--- config.mk ---
export PLATFORM = sky130hd
export DESIGN_NAME = therm_gray_encoder
export DESIGN_NICKNAME = d
export VERILOG_FILES = /design/src/rtl/tge_pkg.sv /design/src/rtl/tge_capture.sv /design/src/rtl/tge_bubble.sv /design/src/rtl/tge_gray.sv /design/src/rtl/therm_gray_encoder.sv
export SDC_FILE = /design/constraint.sdc
export NUM_CORES = 1
export LEC_CHECK = 0
export BUFFER_PORTS_ARGS = -buffer_cell sky130_fd_sc_hd__buf_2
export CORE_UTILIZATION = 46
export DETAILED_ROUTE_END_ITERATION = 8
export PLACE_DENSITY = 0.8
export SLEW_MARGIN = 5
export SYNTH_ARGS = -nofsm -noshare
export SYNTH_HDL_FRONTEND = slang
export SYNTH_SLANG_ARGS = --single-unit
--- constraint.sdc ---
create_clock -name clk -period 2.1 [get_ports clk]
set_clock_uncertainty 0.1 [all_clocks]
set_input_delay 0.42 -clock clk [delete_from_list [all_inputs] [get_ports clk]]
set_output_delay 0.42 -clock clk [all_outputs]
set_load 0.05 [all_outputs]
--- src/rtl/tge_pkg.sv ---
package tge_pkg;

    // Largest supported resolution; bounds the width of computed tap masks.
    localparam int unsigned MAX_W    = 8;
    localparam int unsigned MAX_TAPS = (1 << MAX_W) - 1;

    typedef enum logic {
        FILT_BYPASS = 1'b0,
        FILT_ACTIVE = 1'b1
    } filt_mode_e;

    // Taps (1-based index k) that feed Gray bit j: k is an odd multiple of 2^j.
    function automatic logic [MAX_TAPS-1:0] gray_tap_mask(input int unsigned j);
        logic [MAX_TAPS-1:0] m;
        m = '0;
        for (int unsigned k = 1; k <= MAX_TAPS; k++) begin
            if (((k >> j) & 1) == 1 && (k % (1 << j)) == 0)
                m[k-1] = 1'b1;
        end
        return m;
    endfunction

endpackage

--- src/rtl/tge_capture.sv ---
module tge_capture #(
    parameter int unsigned TAPS = 15
) (
    input  logic            clk,
    input  logic            rst,
    input  logic            sample_en,
    input  logic [TAPS-1:0] therm_in,
    output logic [TAPS-1:0] cap_bits,
    output logic            cap_valid
);

    // Every comparator bit is registered on the same edge.
    always_ff @(posedge clk) begin
        if (rst) begin
            cap_bits  <= '0;
            cap_valid <= 1'b0;
        end else begin
            cap_valid <= sample_en;
            if (sample_en)
                cap_bits <= therm_in;
        end
    end

    // a valid capture holds exactly the word presented one edge earlier.
    p_capture_r3: assert property (@(posedge clk) disable iff (rst)
        cap_valid |-> cap_bits == $past(therm_in));

endmodule

--- src/rtl/tge_bubble.sv ---
module tge_bubble #(
    parameter int unsigned TAPS = 15
) (
    input  tge_pkg::filt_mode_e mode,
    input  logic [TAPS-1:0]     bits_in,
    output logic [TAPS-1:0]     bits_out
);

    for (genvar k = 0; k < TAPS; k++) begin : g_tap
        logic lo_n;
        logic hi_n;
        // Below the lowest tap counts as 1, above the highest as 0.
        if (k == 0) begin : g_lo_edge
            assign lo_n = 1'b1;
        end else begin : g_lo_mid
            assign lo_n = bits_in[k-1];
        end
        if (k == TAPS - 1) begin : g_hi_edge
            assign hi_n = 1'b0;
        end else begin : g_hi_mid
            assign hi_n = bits_in[k+1];
        end
        assign bits_out[k] = (mode == tge_pkg::FILT_ACTIVE)
                           ? (bits_in[k] & (lo_n | hi_n))
                           : bits_in[k];
    end

endmodule

--- src/rtl/tge_gray.sv ---
module tge_gray #(
    parameter int unsigned CODE_W = 4,
    parameter int unsigned TAPS   = (1 << CODE_W) - 1
) (
    input  logic [TAPS-1:0]   bits,
    output logic [CODE_W-1:0] gray
);

    // One XOR network per Gray bit over the taps at odd multiples of 2^j.
    for (genvar j = 0; j < CODE_W; j++) begin : g_bit
        localparam logic [tge_pkg::MAX_TAPS-1:0] MASK_FULL = tge_pkg::gray_tap_mask(j);
        localparam logic [TAPS-1:0]              MASK      = MASK_FULL[TAPS-1:0];
        assign gray[j] = ^(bits & MASK);
    end

endmodule

--- src/rtl/therm_gray_encoder.sv ---
module therm_gray_encoder #(
    parameter  int unsigned CODE_W = 4,
    localparam int unsigned TAPS   = (1 << CODE_W) - 1
) (
    input  logic              clk,
    input  logic              rst,
    input  logic              filt_en,
    input  logic              sample_en,
    input  logic [TAPS-1:0]   therm_in,
    output logic [CODE_W-1:0] code_out,
    output logic              code_valid
);

    logic [TAPS-1:0]     cap_bits;
    logic                cap_valid;
    logic [TAPS-1:0]     filt_bits;
    logic [CODE_W-1:0]   gray;
    logic [CODE_W-1:0]   bin;
    tge_pkg::filt_mode_e mode;

    assign mode = tge_pkg::filt_mode_e'(filt_en);

    tge_capture #(.TAPS(TAPS)) cap_i (
        .clk       (clk),
        .rst       (rst),
        .sample_en (sample_en),
        .therm_in  (therm_in),
        .cap_bits  (cap_bits),
        .cap_valid (cap_valid)
    );

    tge_bubble #(.TAPS(TAPS)) bub_i (
        .mode     (mode),
        .bits_in  (cap_bits),
        .bits_out (filt_bits)
    );

    tge_gray #(.CODE_W(CODE_W), .TAPS(TAPS)) gray_i (
        .bits (filt_bits),
        .gray (gray)
    );

    // Gray to binary: each binary bit is the XOR of all Gray bits at or above it.
    for (genvar i = 0; i < CODE_W; i++) begin : g_bin
        assign bin[i] = ^gray[CODE_W-1:i];
    end

    always_ff @(posedge clk) begin
        if (rst) begin
            code_out   <= '0;
            code_valid <= 1'b0;
        end else begin
            code_valid <= cap_valid;
            if (cap_valid)
                code_out <= bin;
        end
    end

    // a valid result can only come from a sample enabled two edges earlier.
    p_valid_src_r4: assert property (@(posedge clk) disable iff (rst)
        code_valid |-> $past(sample_en, 2));

    // without a new result the output word is held.
    p_hold_r4: assert property (@(posedge clk) disable iff (rst)
        (!code_valid && !$past(rst)) |-> $stable(code_out));

    // the filter leaves a clean run of ones untouched.
    p_clean_pass_r8: assert property (@(posedge clk) disable iff (rst)
        ((cap_bits & (cap_bits + 1'b1)) == '0) |-> filt_bits == cap_bits);

    // a clean filtered word encodes as its count of ones.
    p_count_r2: assert property (@(posedge clk) disable iff (rst)
        (code_valid && $past(((filt_bits & (filt_bits + 1'b1)) == '0)))
        |-> code_out == CODE_W'($past($countones(filt_bits))));

endmodule

==> metrics.txt <==
# TYPE chip_impl_metric gauge
chip_impl_metric{name="post_synth_inst_count",unit=""} 104
chip_impl_metric{name="die_height",unit="um"} 49.0
chip_impl_metric{name="timing.critical_path.arrival",unit="ns"} 2.12
chip_impl_metric{name="clock.fmax",unit="MHz"} 495
chip_impl_metric{name="route.layer.met1.wl",unit="um"} 949
chip_impl_metric{name="design.portCount",unit=""} 24
chip_impl_metric{name="antenna_violating_nets_post_route",unit=""} 0
chip_impl_metric{name="dpl_cell_area",unit="um2"} 1160
chip_impl_metric{name="yosys.cell_types.count",unit=""} 29
chip_impl_metric{name="grt_pass1_wl",unit="mm"} 3.42
chip_impl_metric{name="num_rows",unit=""} 16
chip_impl_info{name="final_cell_mix",value="buf_2 (23), dfxtp_1 (19), nor2_1 (18)"} 1
chip_impl_metric{name="grt_start_max_net_pins",unit=""} 22
chip_impl_info{name="highest_layer",value="met4"} 1
chip_impl_metric{name="finalNetCount",unit=""} 151
chip_impl_metric{name="postSynthAreaPerCell",unit="um2"} 9.76
chip_impl_metric{name="routed-via-count",unit=""} 827
chip_impl_metric{name="power_frac_seq",unit="%"} 52.4
chip_impl_metric{name="reg2reg_setup_slack",unit="ns"} 0.08
chip_impl_metric{name="antenna_found_initial",unit=""} 0
chip_impl_metric{name="internal_power",unit="uW"} 611
chip_impl_metric{name="design_area",unit="um2"} 1210
chip_impl_metric{name="die-area",unit="um2"} 2400
chip_impl_metric{name="layout_worst_path_cycle_share",unit="%"} 96.2
chip_impl_metric{name="max_slew_margin",unit="%"} 70.2
chip_impl_metric{name="cts.reportedPaths.clkPinSlew",unit="ns"} 0.12
chip_impl_metric{name="total_clock_buffers_created_by_cts",unit=""} 3
chip_impl_info{name="regToRegEndpoint",value="code_out[1]"} 1
chip_impl_metric{name="hpwlAfterDp",unit="mm"} 1.54
chip_impl_metric{name="switching_power",unit="uW"} 249
chip_impl_metric{name="critPathBufInv",unit=""} 2
chip_impl_info{name="cts_tree",value="done"} 1
chip_impl_metric{name="cp_data_required_time",unit="ns"} 2.20
chip_impl_metric{name="syn_nets",unit=""} 123
chip_impl_metric{name="power_density",unit="nW/um2"} 710
chip_impl_metric{name="ys_warn_count",unit=""} 0
chip_impl_metric{name="share_clk_of_total_power",unit="%"} 23.1
chip_impl_metric{name="actual_slew_at_the_worst_max_slew_pin",unit="ns"} 0.447
chip_impl_metric{name="via_count_of_the_first_global_routing_pass",unit=""} 774
chip_impl_metric{name="via_per_inst",unit=""} 5.23
chip_impl_metric{name="reg2reg_depth",unit=""} 8
chip_impl_metric{name="synth-seq-cells",unit=""} 21
chip_impl_metric{name="drive_above_1_share",unit="%"} 28.2
chip_impl_info{name="min-delay-path-class",value="in -> reg"} 1
chip_impl_metric{name="vdd_ir_drop_max",unit="mV"} 0.430
chip_impl_info{name="critical_path.cell_chain",value="nand2b_1, o21ai_2, xnor3_1, xnor3_1, buf_4, buf_4, mux2i_1, nor2_1"} 1
chip_impl_metric{name="comb_power_share",unit="%"} 24.6
chip_impl_metric{name="ctsLongestPathBuffers",unit=""} 2
chip_impl_info{name="critPathCaptureType",value="flop"} 1
chip_impl_info{name="status",value="finished clean"} 1
chip_impl_metric{name="first_pass_iters",unit=""} 4
chip_impl_info{name="cts-root-buf",value="clkbuf_4"} 1
chip_impl_info{name="final_common_cell",value="buf_2"} 1
chip_impl_info{name="crit-reg2reg-launch",value="cap_i.cap_bits[12]"} 1
chip_impl_metric{name="totalPowerFinal",unit="uW"} 860
chip_impl_metric{name="overflow",unit=""} 0
chip_impl_metric{name="htreeDepth",unit=""} 1
chip_impl_metric{name="cap_violations",unit=""} 0
chip_impl_metric{name="numPortBuffers",unit=""} 23
chip_impl_metric{name="clock_sinks",unit=""} 21
chip_impl_metric{name="met3WireLength",unit="um"} 62
chip_impl_metric{name="areaGrowthSynthToFinish",unit="%"} 19.4
chip_impl_metric{name="critical_path.max_fanout",unit=""} 3
chip_impl_metric{name="drc",unit=""} 0
chip_impl_metric{name="floorplan.core_area",unit="um2"} 2020
chip_impl_metric{name="critPathMaxStageDelay",unit="ns"} 0.43
chip_impl_metric{name="worstSkewPairLatency",unit="ns"} 0.31
chip_impl_metric{name="grt.total_usage",unit="%"} 18.7
chip_impl_metric{name="gp_routability_congestion",unit=""} 0.805
chip_impl_metric{name="route.detailed.wl_per_inst",unit="um"} 13.1
chip_impl_metric{name="setup_violators_final",unit=""} 0
chip_impl_metric{name="yosysSeqAreaShare",unit="%"} 41.4
chip_impl_info{name="worst_path_max_delay_cell",value="xnor3_1"} 1
chip_impl_info{name="critPathLaunchType",value="flop"} 1
chip_impl_info{name="critical_path.startpoint",value="cap_i.cap_bits[12]"} 1
chip_impl_metric{name="detail_route.wirelength",unit="mm"} 2.07
chip_impl_metric{name="synth_area",unit="um2"} 1010
chip_impl_metric{name="switching_part_of_the_total_power",unit="%"} 29.0
chip_impl_info{name="worst_path_top_cell_family_by_delay",value="XOR/XNOR gates"} 1
chip_impl_metric{name="detail_route.iter0.violations",unit=""} 10
chip_impl_metric{name="post-route-min-period",unit="ns"} 2.02
chip_impl_info{name="crit_end",value="code_out[1]"} 1
chip_impl_metric{name="timing.hold.ws",unit="ns"} 0.239
chip_impl_metric{name="routed-wl-met2",unit="mm"} 1.03
chip_impl_metric{name="antenna-diode-count",unit=""} 0
chip_impl_metric{name="worst-path-stages",unit=""} 8
chip_impl_info{name="rsz_0062_raised_after_global_routing",value="yes"} 1
chip_impl_metric{name="initial_core_util",unit="%"} 50.2
chip_impl_metric{name="fp.dieW",unit="um"} 49.0
chip_impl_info{name="critPathKind",value="reg -> reg"} 1
chip_impl_metric{name="slew_viol_final",unit=""} 0
chip_impl_metric{name="timing_hold_violations_final",unit=""} 0
chip_impl_metric{name="cellLeakagePower",unit="uW"} 0.000583
synth_stat cells, drive strengths merged:
master  number  area share, %
nand2b       4            2.7
a21o         2            1.5
a31oi        2            1.2
o21ai        7            4.2
o211ai       1           0.74
o311a        1           0.99
o22ai        1           0.62
a211oi       1           0.74
nor2b        2            1.2
a21oi        2           0.99
dfxtp       21             41
and2         1           0.62
nand2        2           0.74
buf          1           0.37
mux2i       17             17
nor3b        2            1.5
o31ai        2            1.5
xnor3        3            6.7
xnor2        4            3.5
xor2         1           0.86
or2b         1           0.74
nor2        18            6.7
clkbuf       3            1.1
a22oi        1           0.74
inv          3            1.1
a311oi       1           0.86
worst reg2reg max path, stage by stage (launching register included):
cell      delay [ns]
dfxtp_2         0.35
nand2b_1        0.17
o21ai_2         0.15
xnor3_1         0.43
xnor3_1         0.23
buf_4           0.15
buf_4           0.12
mux2i_1         0.17
nor2_1          0.05
flip-flops by register name (all words and copies together) (netlist names):
name             count
cap_i.cap_valid      1
code_valid           1
code_out             4
cap_i.cap_bits      15
timing repair:
action,in CTS,in global routing
setup endpoints to repair,1,1
hold buffers,0,0
gates resized for setup,1,4
pin swaps,0,3
setup buffers,1,1
stage by stage:
step	std cells	util (%)	setup slack (ns)	TNS (ns)
3_3_place_gp	152	57.5	-0.0842	-0.0842
2_1_floorplan	104	-	0.133	0
4_1_cts	157	59.3	0.0182	0
5_1_grt	158	59.9	-0.0325	-0.0325
6_report	158	59.9	0.0799	0
3_5_place_dp	152	57.5	-0.144	-0.144
cell type report:
type                    count  area, um2
multi-input cells          76        572
repair buffers             27        145
clock buffers               4       26.3
flip-flops and latches     21        423
inverters                   3       11.3
well taps                  27       33.8
fillers                   192        811
worst min-delay path by stage:
| stage | slack (ns) | end | start | cells after the start |
|---|---|---|---|---|
| floorplan | 0.37 | cap_i.cap_bits[12] | cap_i.cap_bits[12] | 2 |
| global placement | 0.36 | code_out[3] | code_out[3] | 2 |
| detailed placement | 0.38 | code_out[3] | code_out[3] | 2 |
| CTS | 0.24 | cap_i.cap_bits[1] | therm_in[1] | 3 |
| global route | 0.24 | cap_i.cap_bits[9] | therm_in[9] | 3 |
| finish | 0.24 | cap_i.cap_bits[13] | therm_in[13] | 3 |
cell families (layout without fill, tap and decap cells):
logic type,Yosys count,count (layout),synth area share [%]
buffers and inverters,7,34,2.59
AO/OA/AOI/OAI,21,21,14.1
XOR/XNOR,8,8,11.0
AND/OR/NAND/NOR,30,30,14.2
multiplexers,17,17,16.8
flip-flops,21,21,41.4
metal layers:
metal / global-route usage, % / up-vias
met5: 0 / -
met2: 33.8 / 18
met3: 3.12 / 2
met4: 5.88 / 0
li1: - / 417
met1: 22.5 / 390
power groups by stage:
stage / Combinational, uW / Sequential [uW] / Clock (uW)
2_1_floorplan: 124 / 478 / 0
4_1_cts: 206 / 449 / 200
6_report: 211 / 450 / 198
5_1_grt: 227 / 455 / 218
3_3_place_gp: 187 / 457 / 0
3_5_place_dp: 196 / 458 / 0
Power figures use the tool's default switching activity.
